$ cat src/rtl/mii_tx_pkg.sv
package mii_tx_pkg;

  typedef enum logic [1:0] {
    ST_IDLE = 2'd0,
    ST_HDR  = 2'd1,
    ST_DATA = 2'd2,
    ST_FCS  = 2'd3
  } tx_state_e;

  localparam int FCS_BITS   = 32;
  localparam int FCS_NIB    = FCS_BITS / 4;
  localparam logic [31:0] CRC_PRESET = 32'hFFFF_FFFF;
  localparam logic [31:0] CRC_POLY_R = 32'hEDB8_8320;
  localparam logic [3:0]  HDR_FILL   = 4'h5;
  localparam logic [3:0]  HDR_DELIM  = 4'hD;

  // Reflected CRC-32 update with one byte, least-significant bit first.
  function automatic logic [31:0] crc_add_byte(input logic [31:0] crc_in,
                                               input logic [7:0]  b);
    logic [31:0] c;
    c = crc_in;
    for (int i = 0; i < 8; i++) begin
      if (c[0] ^ b[i]) c = (c >> 1) ^ CRC_POLY_R;
      else             c = c >> 1;
    end
    return c;
  endfunction

  // Nibble k of the check sequence; a bad frame sends the raw register.
  function automatic logic [3:0] fcs_nibble(input logic [31:0] crc_reg,
                                            input logic        bad,
                                            input logic [2:0]  k);
    logic [31:0] v;
    v = bad ? crc_reg : ~crc_reg;
    return v[{k, 2'b00} +: 4];
  endfunction

endpackage

$ cat src/rtl/mii_tx_ctrl.sv
module mii_tx_ctrl
  import mii_tx_pkg::*;
#(
  parameter int HDR_NIB = 16,
  parameter int CNT_W   = 4
) (
  input  logic             clk,
  input  logic             rst_n,
  input  logic [7:0]       in_data,
  input  logic             in_valid,
  input  logic             in_sof,
  input  logic             in_eof,
  input  logic             in_abort,
  output logic             in_ready,
  output tx_state_e        st_q,
  output logic [CNT_W-1:0] cnt_q,
  output logic             hi_q,
  output logic [7:0]       cur_q,
  output logic             bad_q,
  output logic             ev_start,
  output logic             ev_byte_done
);

  localparam logic [CNT_W-1:0] HDR_LAST = CNT_W'(HDR_NIB - 1);
  localparam logic [CNT_W-1:0] FCS_LAST = CNT_W'(FCS_NIB - 1);

  logic last_q;
  logic at_hi;
  logic ev_take;
  logic ev_underrun;
  logic ev_abort;
  logic hdr_done;
  logic fcs_done;

  always_comb begin
    at_hi        = (st_q == ST_DATA) && hi_q;
    ev_start     = (st_q == ST_IDLE) && in_valid && in_sof;
    ev_take      = at_hi && !last_q && in_valid;
    ev_underrun  = at_hi && !last_q && !in_valid;
    ev_byte_done = at_hi;
    ev_abort     = in_abort && ((st_q == ST_HDR) || (st_q == ST_DATA));
    hdr_done     = (st_q == ST_HDR) && (cnt_q == HDR_LAST);
    fcs_done     = (st_q == ST_FCS) && (cnt_q == FCS_LAST);
    in_ready     = (st_q == ST_IDLE) || (at_hi && !last_q);
  end

  always_ff @(posedge clk or negedge rst_n) begin
    if (!rst_n) begin
      st_q   <= ST_IDLE;
      cnt_q  <= '0;
      hi_q   <= 1'b0;
      cur_q  <= '0;
      last_q <= 1'b0;
      bad_q  <= 1'b0;
    end else begin
      if (ev_abort) bad_q <= 1'b1;
      case (st_q)
        ST_IDLE: begin
          if (ev_start) begin
            st_q   <= ST_HDR;
            cnt_q  <= '0;
            cur_q  <= in_data;
            last_q <= in_eof;
            bad_q  <= 1'b0;
          end
        end
        ST_HDR: begin
          if (hdr_done) begin
            st_q  <= ST_DATA;
            cnt_q <= '0;
            hi_q  <= 1'b0;
          end else begin
            cnt_q <= cnt_q + CNT_W'(1);
          end
        end
        ST_DATA: begin
          if (!hi_q) begin
            hi_q <= 1'b1;
          end else if (ev_take) begin
            cur_q  <= in_data;
            last_q <= in_eof;
            hi_q   <= 1'b0;
          end else begin
            st_q  <= ST_FCS;
            cnt_q <= '0;
            hi_q  <= 1'b0;
            if (ev_underrun) bad_q <= 1'b1;
          end
        end
        default: begin
          if (fcs_done) begin
            st_q  <= ST_IDLE;
            cnt_q <= '0;
          end else begin
            cnt_q <= cnt_q + CNT_W'(1);
          end
        end
      endcase
    end
  end

  // an accepted start byte opens the header at its first nibble.
  p_start_opens_hdr_r3: assert property (@(posedge clk) disable iff (!rst_n)
    ev_start |=> (st_q == ST_HDR) && (cnt_q == '0));

  // the source is asked for a byte only in the allowed cycles.
  p_ready_window_r9: assert property (@(posedge clk) disable iff (!rst_n)
    in_ready |-> ((st_q == ST_IDLE) || ((st_q == ST_DATA) && hi_q && !last_q)));

  // the low nibble is always followed by the high nibble of the same byte.
  p_nibble_pair_r4: assert property (@(posedge clk) disable iff (!rst_n)
    ((st_q == ST_DATA) && !hi_q) |=> ((st_q == ST_DATA) && hi_q && $stable(cur_q)));

  // a missing byte ends the data and marks the frame bad.
  p_underrun_marks_r8: assert property (@(posedge clk) disable iff (!rst_n)
    ev_underrun |=> ((st_q == ST_FCS) && bad_q && (cnt_q == '0)));

  // the last byte leads straight into the check sequence.
  p_last_to_fcs_r6: assert property (@(posedge clk) disable iff (!rst_n)
    (at_hi && last_q) |=> ((st_q == ST_FCS) && (cnt_q == '0)));

  // the check sequence ends the frame.
  p_fcs_closes_r6: assert property (@(posedge clk) disable iff (!rst_n)
    fcs_done |=> (st_q == ST_IDLE));

  // an abort inside the frame sticks until the frame ends.
  p_abort_sticks_r7: assert property (@(posedge clk) disable iff (!rst_n)
    ev_abort |=> bad_q);

  // a new frame starts clean.
  p_fresh_frame_r10: assert property (@(posedge clk) disable iff (!rst_n)
    ev_start |=> !bad_q);

endmodule

$ cat src/rtl/mii_tx_crc.sv
module mii_tx_crc
  import mii_tx_pkg::*;
(
  input  logic        clk,
  input  logic        rst_n,
  input  logic        clr,
  input  logic        upd,
  input  logic [7:0]  din,
  output logic [31:0] crc_q
);

  always_ff @(posedge clk or negedge rst_n) begin
    if (!rst_n)   crc_q <= CRC_PRESET;
    else if (clr) crc_q <= CRC_PRESET;
    else if (upd) crc_q <= crc_add_byte(crc_q, din);
  end

  // the register starts each frame from the preset.
  p_crc_preset_r5: assert property (@(posedge clk) disable iff (!rst_n)
    clr |=> (crc_q == CRC_PRESET));

  // only a finished byte moves the register.
  p_crc_hold_r5: assert property (@(posedge clk) disable iff (!rst_n)
    (!clr && !upd) |=> $stable(crc_q));

endmodule

$ cat src/rtl/mii_tx_out.sv
module mii_tx_out
  import mii_tx_pkg::*;
#(
  parameter int HDR_NIB = 16,
  parameter int CNT_W   = 4
) (
  input  logic             clk,
  input  logic             rst_n,
  input  tx_state_e        st,
  input  logic [CNT_W-1:0] cnt,
  input  logic             hi,
  input  logic [7:0]       cur,
  input  logic [31:0]      crc,
  input  logic             bad,
  output logic [3:0]       txd,
  output logic             tx_en
);

  localparam logic [CNT_W-1:0] HDR_LAST = CNT_W'(HDR_NIB - 1);

  always_comb begin
    tx_en = (st != ST_IDLE);
    case (st)
      ST_HDR:  txd = (cnt == HDR_LAST) ? HDR_DELIM : HDR_FILL;
      ST_DATA: txd = hi ? cur[7:4] : cur[3:0];
      ST_FCS:  txd = fcs_nibble(crc, bad, cnt[2:0]);
      default: txd = 4'h0;
    endcase
  end

  // the bus is quiet whenever enable is low.
  p_quiet_idle_r6: assert property (@(posedge clk) disable iff (!rst_n)
    !tx_en |-> (txd == 4'h0));

endmodule

$ cat src/rtl/mii_nibble_tx.sv
module mii_nibble_tx
  import mii_tx_pkg::*;
#(
  parameter int HDR_BYTES = 8
) (
  input  logic       mii_tx_clk,
  input  logic       rst_n,
  input  logic [7:0] in_data,
  input  logic       in_valid,
  input  logic       in_sof,
  input  logic       in_eof,
  input  logic       in_abort,
  output logic       in_ready,
  output logic [3:0] mii_txd,
  output logic       mii_tx_en,
  output logic       mii_tx_er
);

  localparam int HDR_NIB = 2 * HDR_BYTES;
  localparam int MAX_NIB = (HDR_NIB > FCS_NIB) ? HDR_NIB : FCS_NIB;
  localparam int CNT_W   = $clog2(MAX_NIB);

  tx_state_e        st;
  logic [CNT_W-1:0] cnt;
  logic             hi;
  logic [7:0]       cur;
  logic             bad;
  logic             ev_start;
  logic             ev_byte_done;
  logic [31:0]      crc;

  mii_tx_ctrl #(.HDR_NIB(HDR_NIB), .CNT_W(CNT_W)) u_ctrl (
    .clk          (mii_tx_clk),
    .rst_n        (rst_n),
    .in_data      (in_data),
    .in_valid     (in_valid),
    .in_sof       (in_sof),
    .in_eof       (in_eof),
    .in_abort     (in_abort),
    .in_ready     (in_ready),
    .st_q         (st),
    .cnt_q        (cnt),
    .hi_q         (hi),
    .cur_q        (cur),
    .bad_q        (bad),
    .ev_start     (ev_start),
    .ev_byte_done (ev_byte_done)
  );

  mii_tx_crc u_crc (
    .clk   (mii_tx_clk),
    .rst_n (rst_n),
    .clr   (ev_start),
    .upd   (ev_byte_done),
    .din   (cur),
    .crc_q (crc)
  );

  mii_tx_out #(.HDR_NIB(HDR_NIB), .CNT_W(CNT_W)) u_out (
    .clk   (mii_tx_clk),
    .rst_n (rst_n),
    .st    (st),
    .cnt   (cnt),
    .hi    (hi),
    .cur   (cur),
    .crc   (crc),
    .bad   (bad),
    .txd   (mii_txd),
    .tx_en (mii_tx_en)
  );

  assign mii_tx_er = 1'b0;

  // the error line never rises.
  p_er_low_r2: assert property (@(posedge mii_tx_clk) disable iff (!rst_n)
    !mii_tx_er);

endmodule

$ cat config.mk
export PLATFORM = sky130hd
export DESIGN_NAME = mii_nibble_tx
export DESIGN_NICKNAME = d
export VERILOG_FILES = /design/src/rtl/mii_tx_pkg.sv /design/src/rtl/mii_tx_ctrl.sv /design/src/rtl/mii_tx_crc.sv /design/src/rtl/mii_tx_out.sv /design/src/rtl/mii_nibble_tx.sv
export SDC_FILE = /design/constraint.sdc
export NUM_CORES = 1
export LEC_CHECK = 0
export BUFFER_PORTS_ARGS = -buffer_cell sky130_fd_sc_hd__buf_2
export CAP_MARGIN = 20
export CORE_UTILIZATION = 55
export CTS_CLUSTER_DIAMETER = 30
export DETAILED_ROUTE_END_ITERATION = 10
export GPL_TIMING_DRIVEN = 0
export PLACE_DENSITY = 0.85
export SYNTH_ARGS = -nofsm -noshare
export SYNTH_HDL_FRONTEND = slang
export SYNTH_SLANG_ARGS = --single-unit
$ cat constraint.sdc
create_clock -name mii_tx_clk -period 5.6 [get_ports mii_tx_clk]
set_input_delay 1.12 -clock mii_tx_clk [delete_from_list [all_inputs] [get_ports mii_tx_clk]]
set_output_delay 1.12 -clock mii_tx_clk [all_outputs]
set_load 0.1 [all_outputs]
### Word level (Yosys, flattened, before mapping)

Index checks and enable logic that the tools add are counted.

| storage, ports and cells | value |
|---|---|
| register bits | 49 |
| input bits | 14 |
| output and inout bits | 7 |
| word-level logic and storage cells | 116 |

| cells by class | value |
|---|---|
| add/subtract/negate cells | 1 |
| equal/unequal tests | 10 |
| shift operators | 1 |
| mux-type cells | 57 |
| bitwise operators | 17 |
| reduce and logical (&&, ||, !) cells | 23 |

Operators with widths:

| cell | number |
|---|---|
| 32-bit two-way mux | 25 |
| 13-bit NOT with 14-bit output | 8 |
| 32-bit NOT | 1 |
| 32-bit by 6-bit indexed part select with 4-bit output | 1 |
| 4-bit two-way mux | 7 |
| 8-bit two-way mux | 3 |
| 4-bit case mux with 3 select lines | 2 |
| 8-bit case mux with 2 select lines | 1 |
| 1-bit two-way mux | 10 |
| 2-bit two-way mux | 5 |
| 1-bit logical AND | 9 |
| 2-bit nonzero test | 4 |
| 1-bit XOR | 8 |
| 2-bit by 1-bit != test with 1-bit output (second input constant) | 3 |
| 1-bit case mux with 2 select lines | 3 |
| 2-bit case mux with 3 select lines | 1 |
| 5-bit AND reduction | 1 |
| 4-bit by 1-bit adder with 4-bit output (second input constant) | 1 |
| 2-bit == test (second input constant) | 2 |
| 4-bit by 3-bit == test with 1-bit output (second input constant) | 1 |
| 4-bit == test (second input constant) | 1 |
| 2-bit != test (second input constant) | 2 |
| 4-bit AND reduction | 1 |
| 4-bit nonzero test | 1 |
| other kinds (6) | 8 |

### Longest topological paths before layout

| depth | value |
|---|---|
| depth in word-level cells | 32 |
| gate-level depth with buffers | 8 |
| gate-level depth less buffers | 7 |

### Cells and area by module

A second synthesis with hierarchy kept.

| unflattened totals | value |
|---|---|
| cell total of the unflattened synthesis | 310 |
| area total of the unflattened synthesis | 3509.6 sq um |

By module, submodules not included:

| module | times used | cells each | area an instance (sq um) |
|---|---|---|---|
| mii_tx_crc | 1 | 193 | 2153.3 |
| mii_tx_ctrl | 1 | 77 | 930.9 |
| mii_tx_out | 1 | 38 | 414.1 |
| mii_nibble_tx | 1 | 2 | 11.3 |

### Worst setup path after synthesis

No wires, ideal clock.

| timing | value |
|---|---|
| path type | flip-flop to output port |
| from | reg u_ctrl.st_q[0] |
| to | out in_ready |
| data arrival time | 3.485 ns |
| required time | 4.480 ns |
| slack | 0.995 ns |
| stages on the path, launching flop included | 8 |
| cell sequence | dfrtp_1 > inv_1 > ha_1 > clkbuf_1 > nand2_1 > clkbuf_8 > clkbuf_8 > o21ai_0 |

| between the ends | value |
|---|---|
| word-level cells in the longest chain between the ends | 4 |

Ends and longest elaborated chain:

| what | line | RTL |
|---|---|---|
| from (decl) | mii_tx_ctrl.sv:15 | `output tx_state_e st_q,` |
| from (signal assigned) | mii_tx_ctrl.sv:49 | `st_q <= ST_IDLE;` |
| from (signal assigned) | mii_tx_ctrl.sv:60 | `st_q <= ST_HDR;` |
| from (signal assigned) | mii_tx_ctrl.sv:69 | `st_q <= ST_DATA;` |
| 2-bit == test | mii_tx_ctrl.sv:36 | `at_hi = (st_q == ST_DATA) && hi_q;` |
| 1-bit logical AND | mii_tx_ctrl.sv:36 |  |
| 1-bit logical AND | mii_tx_ctrl.sv:44 | `in_ready = (st_q == ST_IDLE) \|\| (at_hi && !last_q);` |
| 1-bit logical OR (*) | mii_tx_ctrl.sv:44 |  |
| to (decl) | mii_nibble_tx.sv:13 | `output logic in_ready,` |

Mark *: on every way between the ends. The rest lies on a longest branch, timed or not.

### Worst setup path after layout

| timing | value |
|---|---|
| from | reg u_ctrl.cnt_q[0] |
| to | out mii_txd[1] |

| between the ends | value |
|---|---|
| word-level cells in the longest chain between the ends | 2 |

Ends and longest elaborated chain:

| what | line | RTL |
|---|---|---|
| from (decl) | mii_tx_ctrl.sv:16 | `output logic [CNT_W-1:0] cnt_q,` |
| from (signal assigned) | mii_tx_ctrl.sv:73 | `cnt_q <= cnt_q + CNT_W'(1);` |
| from (signal assigned) | mii_tx_ctrl.sv:95 | `cnt_q <= cnt_q + CNT_W'(1);` |
| 32-bit by 6-bit indexed part select with 4-bit output | mii_tx_pkg.sv:35 | `return v[{k, 2'b00} +: 4];` |
| 4-bit case mux with 3 select lines | mii_tx_out.sv:23 | `case (st)` |
| to (decl) | mii_nibble_tx.sv:14 | `output logic [3:0] mii_txd,` |

No other way between the ends.

==> reports/metrics.cfg <==
[clocking]
cts_max_level=2
cts.clk_slew.worst_paths_ns=0.09
cts_buffers=5
cts.sinks=49
cts-root-buf=clkbuf_8
hold_buffers=0
cts_tree=built
clock_latency_ns=0.32
postCtsResizedCells=0
postCtsSetupRepairBufs=0
clockBufferDepth=2

[synth]
yosysSeqAreaShare=0.381
synth_edf_count=0
postSynthAreaPerCell_um2=11.1
synth_ff_type=dfstp_2
synth_seq_cells=49
yosys_warnings=0
syn_nets=321
synthCells=301
netlist_area_um2=3330
synth_cell_types=47
synthArstFlopShare=1.00

[sta]
min_period_over_period=0.715
setup_viol=0
setup_tns_ns=0
drv_slew=0
clock_skew_ns=0.00853
slew-limit-headroom=0.439
max_clock_freq_mhz=250
rsz0062_at_grt=no
tightestPinTransition_ns=0.839
fin_crit_ns=4.01
hold_viol=0

[drt]
routed_wl_mm=7.69
wl_per_cell_um=19.2
drc=0
drt_iter0_drc=158
vias=2432
drt_pass1_iterations=5
ant_nets=0
vias_per_cell=6.06

[setup_path]
slowest_stage=mux4_2
critical_path.cell_chain=clkbuf_1 > mux4_2 > mux2i_1 > xor2_1 > a22oi_1 > nor2_1 > buf_2
startpoint_type=register
required_ns=4.48
path_max_fanout=8
slowest_delay_ns=0.61
crit_type=reg -> out
critical_path_buf_inv_count=2
end_kind=output port
worstPathArrival_ns=2.89
path_delay_family=buffers and inverters
r2r_slack_ns=3.23

[layout]
utilization=0.638
fill_cells=435
nets=348
seq_area_um2=1270
layout_common_cells=37 x nand2_1, 32 x dfstp_2, 31 x xnor2_1
area_delta_synth_final_pct=8.76
final_common_cell=nand2_1
drive_gt1_frac=0.322
antenna_cells=0
multiInputGateArea_um2=1930
final_cells=401

[global_routing]
gr-usage-all-layers=0.264
antenna_found_initial=0
grt_max_degree=50
grt_pass1_wl_mm=12.5
grt_pass1_vias=2456
grt_overflow=0

[min_path]
min_path_type=reg -> reg

[floorplanning]
dieHeight_um=79.8
die_area_um2=6360
core-area_um2=5680
die_x_um=79.8
start_util=0.586
num_io_pins=21
floorplan.rows=27

[place]
placedCellCount=392
routabilityCongestion=0.861
numPortBuffers=19
hpwl_mm=5.52

[flow_run]
max_cap_viol_count=0

[run_status]
status=complete, no violations

## cells in the mapped netlist (9+ instances only)
cell	n	area (um^2)
xnor2_1	31	272
dfrtp_1	17	425
o211ai_1	27	203
xor2_1	22	193
a21oi_1	13	65.1
mux2_2	14	158
o21ai_0	10	50.1
xnor2_2	9	146
nand2_1	37	139
dfstp_2	32	841
clkbuf_1	12	45.0
## path summary, 6_finish.rpt
kind / from / endpoint / cells after the start
min in group asynchronous: rst_n / u_ctrl.cur_q[7] / 1
worst max-delay path: u_ctrl.cnt_q[0] / mii_txd[1] / 7
max in group asynchronous: rst_n / u_crc.crc_q[30] / 2
worst max register to register: u_ctrl.st_q[1] / u_ctrl.cur_q[2] / 6
worst min register to register: u_crc.crc_q[4] / u_crc.crc_q[4] / 2
worst min-delay path: u_crc.crc_q[4] / u_crc.crc_q[4] / 2
## cell families (layout without fill, tap and decap cells)
family | after synthesis | in the layout | synth area share
xor gates and xnor gates | 70 | 70 | 0.234
AOI/OAI and AO/OA | 62 | 62 | 0.126
and+or+nand+nor | 62 | 62 | 0.0842
DFF | 49 | 49 | 0.381
muxes | 26 | 26 | 0.114
buffers and inverters | 25 | 53 | 0.0384
adders and majority gates | 6 | 6 | 0.0226
other | 1 | 1 | 0.00113
## routing by layer
metal	global-route usage	routed length [um]	vias up
li1	-	-	1101
met1	0.349	3380	1236
met2	0.440	3770	83
met3	0.0469	435	12
met4	0.0857	105	0
met5	0	0	-
## tightest hold or removal path, stage by stage, from the launching register on
cell and delay [ns]:
dfstp_2 0.39, nand2_1 0.05, o211ai_1 0.08
## stage by stage
step / area [um^2] / setup WS, ns / hold WS [ns]
floorplan: 3330 / 0.995 / 0.485
global placement: 3510 / 2.07 / 0.498
detailed placement: 3510 / 2.01 / 0.506
CTS: 3600 / 1.65 / 0.520
global route: 3620 / 1.52 / 0.540
finish: 3620 / 1.59 / 0.519
## final cells by class
cell class                      instances  share of cell area
Tap cell                               72              0.0249
Clock buffer                            6              0.0201
Multi-Input combinational cell        227               0.534
Clock inverter                          2             0.00380
Timing Repair Buffer                   20              0.0318
Buffer                                 20              0.0301
Sequential cell                        49               0.350
Inverter                                5             0.00519
## flip-flops by register name (all words and copies together), names as in the netlist
name           count
u_ctrl.last_q      1
u_ctrl.bad_q       1
u_ctrl.st_q        2
u_ctrl.cur_q       8
u_crc.crc_q       32
u_ctrl.cnt_q       4
u_ctrl.hi_q        1
Power is not shown: default switching activity piles up to over one toggle a cycle in this logic, so the estimate is an artifact.
